### config.mk
export PLATFORM = sky130hd
export DESIGN_NAME = slp_sleep_ctrl
export DESIGN_NICKNAME = d
export VERILOG_FILES = /design/src/rtl/pwr_pkg.sv /design/src/rtl/slp_state_fsm.sv /design/src/rtl/slp_clk_enables.sv /design/src/rtl/slp_event_qual.sv /design/src/rtl/slp_sleep_ctrl.sv
export SDC_FILE = /design/constraint.sdc
export NUM_CORES = 1
export LEC_CHECK = 0
export BUFFER_PORTS_ARGS = -buffer_cell sky130_fd_sc_hd__buf_2
export CAP_MARGIN = 20
export CORE_AREA = 3 3 40 42
export DETAILED_ROUTE_END_ITERATION = 6
export DIE_AREA = 0 0 43 45
export PLACE_DENSITY_LB_ADDON = 0.2
export SYNTH_ARGS = -nofsm -noshare
export SYNTH_HDL_FRONTEND = slang
export SYNTH_SLANG_ARGS = --single-unit
### constraint.sdc
create_clock -name clk -period 1 [get_ports clk]
set_input_delay 0.2 -clock clk [delete_from_list [all_inputs] [get_ports clk]]
set_output_delay 0.2 -clock clk [all_outputs]
set_load 0.005 [all_outputs]
### src/rtl/pwr_pkg.sv
package pwr_pkg;

    typedef enum logic [1:0] {
        ST_RUN   = 2'b00,
        ST_STPG  = 2'b01,
        ST_SLEEP = 2'b10
    } pstate_t;

    typedef struct packed {
        logic bus;
        logic apic;
        logic core;
        logic pll;
    } unit_en_t;

    localparam unit_en_t EN_ALL_ON = '{bus: 1'b1, apic: 1'b1, core: 1'b1, pll: 1'b1};

    // Next power state from the present state and the two request levels.
    function automatic pstate_t next_pstate(pstate_t cur, logic stp, logic slp);
        pstate_t nxt;
        nxt = cur;
        unique case (cur)
            ST_RUN:   nxt = stp ? ST_STPG : ST_RUN;
            ST_STPG:  begin
                if (!stp)      nxt = ST_RUN;
                else if (slp)  nxt = ST_SLEEP;
                else           nxt = ST_STPG;
            end
            ST_SLEEP: nxt = slp ? ST_SLEEP : ST_STPG;
            default:  nxt = ST_RUN;
        endcase
        return nxt;
    endfunction

    // Unit clock enables implied by a power state.
    function automatic unit_en_t enables_for(pstate_t st);
        unit_en_t e;
        e.pll  = 1'b1;
        e.bus  = (st != ST_SLEEP);
        e.apic = (st != ST_SLEEP);
        e.core = (st == ST_RUN);
        return e;
    endfunction

endpackage

### src/rtl/slp_state_fsm.sv
module slp_state_fsm
    import pwr_pkg::*;
(
    input  logic    clk,
    input  logic    rst,
    input  logic    stpclk_req,
    input  logic    sleep_req,
    output pstate_t state
);

    pstate_t state_q;

    always_ff @(posedge clk) begin
        if (rst) state_q <= ST_RUN;
        else     state_q <= next_pstate(state_q, stpclk_req, sleep_req);
    end

    assign state = state_q;

    // Sleep is entered only from Stop-Grant.
    assert_sleep_entry_R4: assert property (@(posedge clk) disable iff (rst)
        (!$past(rst) && state_q == ST_SLEEP && $past(state_q) != ST_SLEEP)
            |-> $past(state_q) == ST_STPG);

    // Sleep request alone never moves the state out of Running.
    assert_run_ignores_sleep_R3: assert property (@(posedge clk) disable iff (rst)
        (state_q == ST_RUN && !stpclk_req) |=> state_q == ST_RUN);

    // Sleep is held while the sleep request stays high.
    assert_sleep_hold_R6: assert property (@(posedge clk) disable iff (rst)
        (state_q == ST_SLEEP && sleep_req) |=> state_q == ST_SLEEP);

    // Releasing stop-clock in Stop-Grant wins over a sleep request.
    assert_stpg_release_R7: assert property (@(posedge clk) disable iff (rst)
        (state_q == ST_STPG && !stpclk_req) |=> state_q == ST_RUN);

endmodule

### src/rtl/slp_clk_enables.sv
module slp_clk_enables
    import pwr_pkg::*;
(
    input  logic     clk,
    input  logic     rst,
    input  pstate_t  state,
    output unit_en_t en
);

    unit_en_t en_q;

    always_ff @(posedge clk) begin
        if (rst) en_q <= EN_ALL_ON;
        else     en_q <= enables_for(state);
    end

    assign en = en_q;

    assert_pll_on_R5: assert property (@(posedge clk) disable iff (rst)
        en_q.pll == 1'b1);

    assert_core_follows_R10: assert property (@(posedge clk) disable iff (rst)
        !$past(rst) |-> en_q.core == ($past(state) == ST_RUN));

    assert_sleep_gates_R4: assert property (@(posedge clk) disable iff (rst)
        (!$past(rst) && $past(state) == ST_SLEEP) |-> (!en_q.bus && !en_q.apic && !en_q.core));

endmodule

### src/rtl/slp_event_qual.sv
module slp_event_qual #(
    parameter int W = 1
) (
    input  logic         clk,
    input  logic         rst,
    input  logic         in_sleep,
    input  logic [W-1:0] stb,
    output logic [W-1:0] ok
);

    logic [W-1:0] ok_q;

    for (genvar i = 0; i < W; i++) begin : g_bit
        always_ff @(posedge clk) begin
            if (rst) ok_q[i] <= 1'b0;
            else     ok_q[i] <= stb[i] & ~in_sleep;
        end
    end

    assign ok = ok_q;

    assert_drop_in_sleep_R9: assert property (@(posedge clk) disable iff (rst)
        (!$past(rst) && $past(in_sleep)) |-> ok_q == '0);

endmodule

### src/rtl/slp_sleep_ctrl.sv
module slp_sleep_ctrl
    import pwr_pkg::*;
#(
    parameter int SNP_W = 1,
    parameter int INT_W = 1
) (
    input  logic             clk,
    input  logic             rst,
    input  logic             stpclk_req,
    input  logic             sleep_req,
    input  logic [SNP_W-1:0] snoop_stb,
    input  logic [INT_W-1:0] intr_stb,
    output logic             bus_clk_en,
    output logic             apic_clk_en,
    output logic             core_clk_en,
    output logic             pll_en,
    output logic [1:0]       state_o,
    output logic [SNP_W-1:0] snoop_ok,
    output logic [INT_W-1:0] intr_ok
);

    pstate_t  state;
    unit_en_t en;
    logic     in_sleep;

    slp_state_fsm u_fsm (
        .clk        (clk),
        .rst        (rst),
        .stpclk_req (stpclk_req),
        .sleep_req  (sleep_req),
        .state      (state)
    );

    slp_clk_enables u_en (
        .clk   (clk),
        .rst   (rst),
        .state (state),
        .en    (en)
    );

    assign in_sleep = (state == ST_SLEEP);

    slp_event_qual #(.W(SNP_W)) u_snoop_q (
        .clk      (clk),
        .rst      (rst),
        .in_sleep (in_sleep),
        .stb      (snoop_stb),
        .ok       (snoop_ok)
    );

    slp_event_qual #(.W(INT_W)) u_intr_q (
        .clk      (clk),
        .rst      (rst),
        .in_sleep (in_sleep),
        .stb      (intr_stb),
        .ok       (intr_ok)
    );

    assign bus_clk_en  = en.bus;
    assign apic_clk_en = en.apic;
    assign core_clk_en = en.core;
    assign pll_en      = en.pll;
    assign state_o     = state;

    // Leaving Sleep always lands in Stop-Grant; bus clock comes back one edge later.
    assert_sleep_exit_R6: assert property (@(posedge clk) disable iff (rst)
        (!$past(rst) && $past(state) == ST_SLEEP && state == ST_STPG) |=> bus_clk_en && apic_clk_en && !core_clk_en);

endmodule

==> impl_results.md <==
- DR pass1 iterations: 3
- Pin count of the biggest net entering global routing: 8
- Drt total wl: around 480 µm
- Final Cycle Share: between 90% and 100%
- NumNets Final: 48
- Core Box Area: approximately 1300 µm²
- Setup Skew: between 0.0004 and 0.0005 ns
- Leading cell type in the layout, fill and taps excluded: buf_2
- Ant. Diodes: 0
- Yosys reg bits: 6
- Clock power share: between 40% and 50%
- Total grt overflow: 0
- Sw Ratio: around 20%
- Htree depth: 1
- Worst Hold Class: primary input to register
- Num CTS Buffers: 3
- Mapped Area: 220 µm²
- Starting density of the core: between 10% and 20%
- Switching pwr: about 100 µW
- DRC violations left: 0
- GRT Overall Usage: 5.42%
- Layout area overhead: 58.5%
- Comb pwr share: 9.4%
- Routed Antenna Nets: 0
- Final count of hold timing violations: 0
- Seq pwr share: 49.7%
- DRT iter0 DRCs: 3
- Int Power: ~420 µW
- R2R depth: 3
- Synth top area cells: dfxtp_1 (55%), buf_4 (6.8%), nor3b_1 (6.8%)
- Outcome: complete, no violations
- Site Rows: 13
- R2r setup slk: around 0.050 ns
- Data arrival, critical path: about 0.77 ns
- Seq/Total Area, Yosys: between 50% and 60%
- Post-synth top area share: 54.5%
- Worst path cell trace: buf_6 > buf_6
- Crit Path Class: register to output port
- WP depth: 2
- Post-route cell area: about 350 µm²
- Min Tclk post-route: a little under 1 ns
- Endpoints failing setup: 0
- RSZ-0062 raised after global routing: false
- Most numerous cell on the critical path: buf_6
- Max Buffers Root-to-Sink: 2
- Port Buffers: 12
- Die Y: around 45 µm
- CP required: about 0.80 ns
- Mapped Cells: 23
- Max-slew violations: 0
- Power per Cell Area: approximately 1500 nW/µm²
- Pre-CTS setup slack: ~0.13 ns
- Clock Tree Root: clkbuf_4
- Mapped Nets: 29
- Critical path's top delay family: flip-flops
- First-pass GRT wire length: ~700 µm
- Hold Crit Depth: 2
- Final HPWL DP: between 300 and 400 µm
- Leading area contributor after synthesis: dfxtp_1
- CP max stage cell: dfxtp_2
- Crit path from: u_fsm.state[1]
- Clock Pin Slew Worst Setup and Hold Paths: around 0.04 ns
- Crit start category: register
- Die width: approximately 43 µm
- Synth Warn #: 0
- Crit path buf inv count: 2
- Vias after detailed routing: 204
- Post-CTS Hold Fix Bufs: 0
- Synth Area per Inst: 9.57 µm²
- Achievable frequency: slightly above 1 GHz
- Worst setup EP type: output port
- Max cap viols: 0
- DR WL/cell: slightly below 9 µm
- Post-route setup slack: between 0.02 and 0.03 ns
- Leak: between 0.15 and 0.2 nW
- CTS tree: done
- Hold Crit Start: snoop_stb
- Initial antenna violation count: 0
- Core Util, Final: 27.2%
- Vias in the first global route: approximately 180
- CP max FO: 3
- Worst IR Drop VDD: between 300 and 400 µV
- # clock sinks: 6
- CP max stage delay: 0.32 ns
- Vias per inst: between 3 and 4
- Setup TNS: 0 ns
- Routability cong.: about 0.66
- Final Power: around 520 µW
- I/O pin total: 14
- Clk Latency, worst-skew pair: roughly 0.23 ns
- Most frequent cells in the layout: buf_2 (11), dfxtp_1 (4), clkbuf_4 (3), buf_4 (3)
- Critical R2R Launch: u_fsm.state[1]
- Placed instance area: ~300 µm²
- Synth cell types: 13
- Die area: 1940 µm²
- Share of cells above drive strength 1: a little over half
-- layer usage --
layer	up-vias	GRT usage, %	part of all wire (%)
met1	90	4.84	35
met2	8	7.49	55
li1	106	-	-
met3	0	4.38	9.6
met5	-	0	0
met4	0	5.42	0
-- timing repair --
| item | CTS | global route |
|---|---|---|
| endpoints found under the setup margin | 2 | 1 |
| gates cloned | 0 | 0 |
| resized for setup | 4 | 0 |
| buffers inserted | 1 | 2 |
-- cell families after synthesis --
logic type             count (synthesis)  share of synthesized area, %
buffers and inverters                  4                          10.2
and+or+nand+nor                        8                          22.7
other                                  1                          1.70
AOI/OAI and AO/OA                      4                          10.8
DFF                                    6                          54.5
-- final timing paths --
check / end
setup / recovery: state_o[1]
hold / removal: u_snoop_q.ok
setup reg to reg: u_en.en[2]
hold reg to reg: u_en.en[1]
-- cell type report --
type | count | area (µm²)
clock buffer | 3 | 22.5
sequential | 6 | 123
tap | 15 | 18.8
fill | 145 | 936
multi-input combinational | 13 | 77.6
timing repair buffer | 16 | 100
inverter | 2 | 7.51
-- power groups by stage --
stage	Clock, mW	Combinational (mW)	Sequential, mW
3_5_place_dp	0	0.0438	0.261
6_report	0.211	0.0488	0.257
4_1_cts	0.226	0.0470	0.257
5_1_grt	0.240	0.0546	0.258
3_3_place_gp	0	0.0437	0.261
2_1_floorplan	0	0.0188	0.263
-- registers in the layout, summed over array words and instances (netlist names) --
signal	count
u_en.en	2
u_fsm.state	2
u_snoop_q.ok	1
u_intr_q.ok	1
-- cells in the mapped netlist --
master	instances
a21oi_1	2
a31oi_1	1
and2_1	2
and3b_1	1
buf_4	2
conb_1	1
dfxtp_1	6
inv_1	2
nand2_1	1
nor2_1	1
nor3b_1	2
o21bai_1	1
or3_1	1
-- metrics by stage --
step / hold slack (ns) / cells
after global routing: 0.155 / 55
after global placement: 0.402 / 49
after CTS: 0.150 / 53
final: 0.160 / 55
after floorplan: 0.272 / 23
after detailed placement: 0.402 / 49
(Power assumes the default switching activity.)
